## src/rtl/q15_dot_trunc.sv

```systemverilog
module q15_dot_trunc #(
  parameter int N     = 16,
  parameter int DW    = 16,
  parameter int ACC_W = 32,
  parameter int SHIFT = 15
) (
  input  logic                 clk,
  input  logic                 rst_n,
  input  logic                 start,
  input  logic [N*DW-1:0]      sample_i,
  input  logic [N*DW-1:0]      weight_i,
  output logic signed [DW-1:0] result_o,
  output logic                 valid_o
);

  localparam int CW = $clog2(N + 1);
  localparam logic signed [ACC_W-1:0] BIAS = ACC_W'((64'd1 << SHIFT) - 64'd1);
  localparam logic signed [ACC_W-1:0] HI   = ACC_W'((64'd1 << (DW - 1)) - 64'd1);
  localparam logic signed [ACC_W-1:0] LO   = -HI - ACC_W'(1);

  logic [N*DW-1:0]         x_q, w_q;
  logic signed [ACC_W-1:0] acc_q;
  logic [CW-1:0]           cnt_q;
  logic                    busy_q, fin_q;

  logic signed [2*DW-1:0]  prod;
  logic signed [ACC_W-1:0] biased, scaled;
  logic signed [DW-1:0]    clamped;

  assign prod    = $signed(x_q[DW-1:0]) * $signed(w_q[DW-1:0]);
  assign biased  = acc_q + (acc_q[ACC_W-1] ? BIAS : '0);
  assign scaled  = biased >>> SHIFT;
  assign clamped = (scaled > HI) ? HI[DW-1:0] :
                   (scaled < LO) ? LO[DW-1:0] : scaled[DW-1:0];

  always_ff @(posedge clk) begin
    if (!rst_n) begin
      x_q      <= '0;
      w_q      <= '0;
      acc_q    <= '0;
      cnt_q    <= '0;
      busy_q   <= 1'b0;
      fin_q    <= 1'b0;
      valid_o  <= 1'b0;
      result_o <= '0;
    end else if (start) begin
      x_q     <= sample_i;
      w_q     <= weight_i;
      acc_q   <= '0;
      cnt_q   <= '0;
      busy_q  <= 1'b1;
      fin_q   <= 1'b0;
      valid_o <= 1'b0;
    end else begin
      valid_o <= 1'b0;
      if (busy_q) begin
        acc_q <= acc_q + ACC_W'(prod);
        x_q   <= x_q >> DW;
        w_q   <= w_q >> DW;
        cnt_q <= cnt_q + CW'(1);
        if (cnt_q == CW'(N - 1)) begin
          busy_q <= 1'b0;
          fin_q  <= 1'b1;
        end
      end
      if (fin_q) begin
        fin_q    <= 1'b0;
        valid_o  <= 1'b1;
        result_o <= clamped;
      end
    end
  end

endmodule

```

## config.mk

```make
export PLATFORM = sky130hd
export DESIGN_NAME = q15_dot_trunc
export DESIGN_NICKNAME = d
export VERILOG_FILES = /design/src/rtl/q15_dot_trunc.sv
export SDC_FILE = /design/constraint.sdc
export NUM_CORES = 2
export LEC_CHECK = 0
export ABC_AREA = 1
export BUFFER_PORTS_ARGS = -buffer_cell sky130_fd_sc_hd__buf_2
export CAP_MARGIN = 20
export CORE_MARGIN = 4
export CORE_UTILIZATION = 63
export CTS_BUF_LIST = sky130_fd_sc_hd__clkbuf_4 sky130_fd_sc_hd__clkbuf_8 sky130_fd_sc_hd__clkbuf_16
export CTS_CLUSTER_SIZE = 25
export DETAILED_ROUTE_END_ITERATION = 6
export PLACE_DENSITY = 0.86
export REMOVE_ABC_BUFFERS = 1
export SYNTH_ARGS = -nofsm -noshare
export SYNTH_HDL_FRONTEND = slang
export SYNTH_SLANG_ARGS = --single-unit
export TNS_END_PERCENT = 50
```

## constraint.sdc

```tcl
create_clock -name clk -period 14.1 [get_ports clk]
set_clock_uncertainty 0.2 [all_clocks]
set_input_delay 0 -clock clk [delete_from_list [all_inputs] [get_ports clk]]
set_output_delay 0 -clock clk [all_outputs]
set_load 0.02 [all_outputs]
```

==> qor.txt, run 1 <==
Post-Synthesis Cells - 4599
Fail Step - global routing
port buffer count - 531
DIE HEIGHT - 243 µm
largest net degree at the start of global routing - 241
status - stopped before the end
Rows - 85
number of global-route vias before repair - 50000
Syn Std Cell Area - 0.0348 mm²
global route overflow - 20
Root Buffer Master - clkbuf_16
GPL Wtd Cong - 0.991
initial core utilization - 0.642
Synth Area in Compound Gates - 0.156
Synth Area per Inst - 7.58 µm²
EDFF count, synth - 0
Total Routing Usage GR - 0.691
synth warn - 0
Die X - 243 µm
Synth cell types - 42
First Err - [ERROR GRT-0116] Global routing finished with congestion. Check the congestion regions in the DRC Viewer.
Adder-Cell Fraction of Synth Area - 0.209
ys flop type - dfxtp_1
Synth Area in Simple Gates - 0.199
area post-placement - 0.0374 mm²
post-synthesis mux area share - 0
synthesis-stage register bit count - 568
dpl hpwl - 74500 µm
first-pass GRT wire length - 306000 µm
ys async rst share - 0
xor/xnor share of the synthesized area - 0.00553
Clock Sinks - 568
clock tree buffer depth - 3
sequential area share after synthesis - 0.326
largest family of logic cells by synthesized area - adder cells
CTS buffer count - 58
CTS HTree Levels - 2
Ports - 532
## metrics by stage
stage	setup slack, ps	cells	utilization	hold slack [ps]	TNS, ps
floorplan	-3230	4295	-	-102	-1476980
global placement	7800	5547	0.690	53.8	0
detailed placement	7650	5547	0.690	60.2	0
CTS	7590	6481	0.881	0.0160	0
## cells by family after synthesis
group / count (synthesis)
compound gates: 885
xor+xnor: 22
fa+ha+maj: 406
buf+inv: 945
flops: 568
simple gates: 1773
## synthesized netlist by cell type (7+ instances only)
| cell | instances | share of area |
|---|---|---|
| ha_1 | 114 | 0.041 |
| fa_1 | 292 | 0.17 |
| nand2_1 | 1506 | 0.16 |
| a31oi_1 | 172 | 0.031 |
| nand2_2 | 14 | 0.0025 |
| nor3_1 | 18 | 0.0026 |
| nor2_1 | 97 | 0.010 |
| a22oi_1 | 263 | 0.057 |
| buf_2 | 42 | 0.0060 |
| xor2_1 | 16 | 0.0040 |
| a21oi_1 | 363 | 0.052 |
| nand3_1 | 107 | 0.015 |
| o21bai_1 | 7 | 0.0015 |
| o21ai_0 | 50 | 0.0072 |
| a21oi_2 | 10 | 0.0025 |
| nand4_1 | 14 | 0.0025 |
| clkbuf_1 | 253 | 0.027 |
| dfxtp_1 | 568 | 0.33 |
| inv_1 | 636 | 0.069 |
## per-layer routing
layer	GRT overflow	track usage
met1	0	0.684
met5	0	0.245
met3	0	0.541
met4	12	0.698
met2	8	0.856
## timing repair
item | CTS
setup endpoints to repair | 0
buffers inserted | 0
gates resized for setup | 0
endpoints found under the hold margin | 513
hold buffers | 826
==> run 2: changes to the inputs <==
--- a/config.mk
+++ b/config.mk
@@ -9,11 +9,9 @@
 export BUFFER_PORTS_ARGS = -buffer_cell sky130_fd_sc_hd__buf_2
 export CAP_MARGIN = 20
 export CORE_MARGIN = 4
-export CORE_UTILIZATION = 63
-export CTS_BUF_LIST = sky130_fd_sc_hd__clkbuf_4 sky130_fd_sc_hd__clkbuf_8 sky130_fd_sc_hd__clkbuf_16
-export CTS_CLUSTER_SIZE = 25
+export CORE_UTILIZATION = 40
 export DETAILED_ROUTE_END_ITERATION = 6
-export PLACE_DENSITY = 0.86
+export PLACE_DENSITY_LB_ADDON = 0.15
 export REMOVE_ABC_BUFFERS = 1
 export SYNTH_ARGS = -nofsm -noshare
 export SYNTH_HDL_FRONTEND = slang
==> run 2 against run 1 <==
Net effect:
- the run now ends clean
- area after synthesis unchanged
- synthesized cell count unchanged
==> qor.txt, run 2 <==
status - finished clean
First-pass DRT Iterations - 7
synthesis-stage register bit count - 568 (unchanged)
largest net degree at the start of global routing - 228
Total Routing Usage GR - 0.255
HP Class - primary input to flop
Lkg Pwr - 22.5 nW
DRT antenna net count - 0
wire per inst - 17.2 µm
CP Capture Type - flop
sequential area share after synthesis - 0.326 (unchanged)
cell area power density - 94.1 mW/mm²
CP Class - flop to flop
DIE HEIGHT - 303 µm (+25%)
Final #Nets - 6606
Post-Synthesis Cells - 4599 (unchanged)
WP data required - 14400 ps
Clock Sinks - 568 (unchanged)
Net Sw Frac - 0.302
drt total wl - 119000 µm
largest registers - w_q (256), x_q (256), acc_q (32)
Worst-path clk slew - 60 ps
sequential power share - 0.394
most frequent cells in the layout - nand2_1, dlygate4sd3_1, inv_1, dfxtp_1, buf_2
crit start category - flop
port buffer count - 531 (unchanged)
ys async rst share - 0 (unchanged)
commonest non-fill, non-tap cell in the layout - nand2_1
fin crit period - 6570 ps
Ports - 532 (unchanged)
Die X - 303 µm (+25%)
Data arrival, critical path - 6870 ps
Clock Latency Late Sink - 620 ps
GPL Wtd Cong - 0.889 (-10%)
CTS HTree Levels - 3 (+1)
Worst Path Max Fanout - 17
worst slew pin tran - 1260 ps
Slew Viols, Final - 0
Rows - 107 (+26%)
Synth cell types - 42 (unchanged)
Layout area overhead - 37.8%
clock tree buffer depth - 3 (unchanged)
number of setup buffers added after CTS - 0 (unchanged)
global route overflow - 0
top post-synthesis cells by area - dfxtp_1, fa_1, nand2_1, inv_1, a22oi_1
fin util - 0.559
post_cts resized - 0 (unchanged)
EDFF count, synth - 0 (unchanged)
clock power share - 0.393
Max VDD drop - 96.0 µV
crit share post-route - 0.466
area leader, netlist - dfxtp_1
fraction of layout cells with a size suffix above 1 - 0.123
first-pass GRT wire length - 190000 µm
die area - 0.0919 mm²
sw power - 0.00136 W
Synth Area per Inst - 7.58 µm² (unchanged)
CTS tree - yes
initial core utilization - 0.406 (-0.236)
dpl hpwl - 77100 µm (+3.5%)
hold_buf cts - 758 (-8.2%)
Residual DRC - 0
CTS buffer count - 69 (+19%)
via count - 35200
combinational power share - 0.213
RSZ-0062 raised after global routing - false
Pint - 0.00315 W
synth warn - 0 (unchanged)
1st-iter DRT viols - 2846
Root Buffer Master - clkbuf_16
number of global-route vias before repair - 36300
Setup violations, final - 0
Final Power - 0.00452 W
Via density - 5.06
Synth top cells by count - nand2_1, inv_1, dfxtp_1
Syn Std Cell Area - 0.0348 mm² (unchanged)
ys flop type - dfxtp_1
core area - 0.0858 mm²
count leader, synth - nand2_1
Max Cap Violations - 0
Fin. Hold Viols - 0
initial antenna violation count - 57
Slew Limit Headroom - 0.160
Synth top area share - 0.326 (unchanged)
fmax - 0.152 GHz
-- run 2: cell counts after synthesis --
No cell type changed its count.
-- run 2: power by group through the flow --
stage	clock, W	combinational [W]	sequential [W]
floorplan	0	0.000554	0.00179
global placement	0	0.000769	0.00181
detailed placement	0	0.000772	0.00181
CTS	0.00181	0.000948	0.00178
global route	0.00187	0.00109	0.00179
finish	0.00177	0.000962	0.00178
-- run 2: kinds of logic after synthesis --
kind of cell               count (synthesis)  synth area share
DFF                                      568             0.326
AOI/OAI and AO/OA                        885             0.156
adders and majority gates                406             0.209
and+or+nand+nor                         1773             0.199
xor gates and xnor gates                  22           0.00553
buffers and inverters                    945             0.104
-- run 2: worst paths after layout --
path,startpoint,end,slack [ps],depth (start not counted)
worst min-delay path,sample_i[179],x_q[179],10,6
worst max register to register,w_q[1],acc_q[30],7530,23
worst min register to register,fin_q,fin_q,240,1
worst max-delay path,w_q[1],acc_q[30],7530,23
-- run 2: area by class of cell --
type | count | area, µm²
antenna | 66 | 165
clock buffer | 100 | 1960
clock inverter | 24 | 265
fill | 7787 | 37800
inverter | 641 | 2410
multi-input combinational | 3086 | 19800
sequential | 568 | 11400
tap | 1144 | 1430
timing repair buffer | 1319 | 10500
-- run 2: metrics by stage --
| step | worst slack (ps) | hold WS, ps | TNS, ps | area, µm² | cells |
|---|---|---|---|---|---|
| floorplan | -3230 | -102 | -1476980 | 33600 | 4295 |
| global placement | 7630 | 54.9 | 0 | 38000 | 5998 |
| detailed placement | 7580 | 59.4 | 0 | 38000 | 5998 |
| CTS | 7580 | 0.00283 | 0 | 47800 | 6880 |
| global route | 7190 | 2.64 | 0 | 48000 | 6934 |
| finish | 7530 | 14.5 | 0 | 48000 | 6948 |
-- run 2: worst max-delay path, stage by stage, from the launching register on --
cell and delay [ps]:
dfxtp_1 820, nand2_1 280, inv_1 150, fa_1 510, inv_1 130, fa_1 430
inv_1 280, fa_1 510, fa_1 520, fa_1 490, inv_1 50, fa_1 470
inv_1 40, ha_1 360, nand2_1 130, nor2_1 230, inv_1 90, nor2_1 210
and3_1 190, nand2_1 100, nand3_1 100, nand3_1 80, nand2_1 80, inv_1 30
-- run 2: per-layer routing --
layer  wire length [µm]  part of all wire  GRT usage
met5                 21           0.00018          0
met4               5270             0.044      0.109
met3               6330             0.053     0.0435
met2              58900              0.49      0.445
met1              48700              0.41      0.311
(Power assumes the default switching activity.)
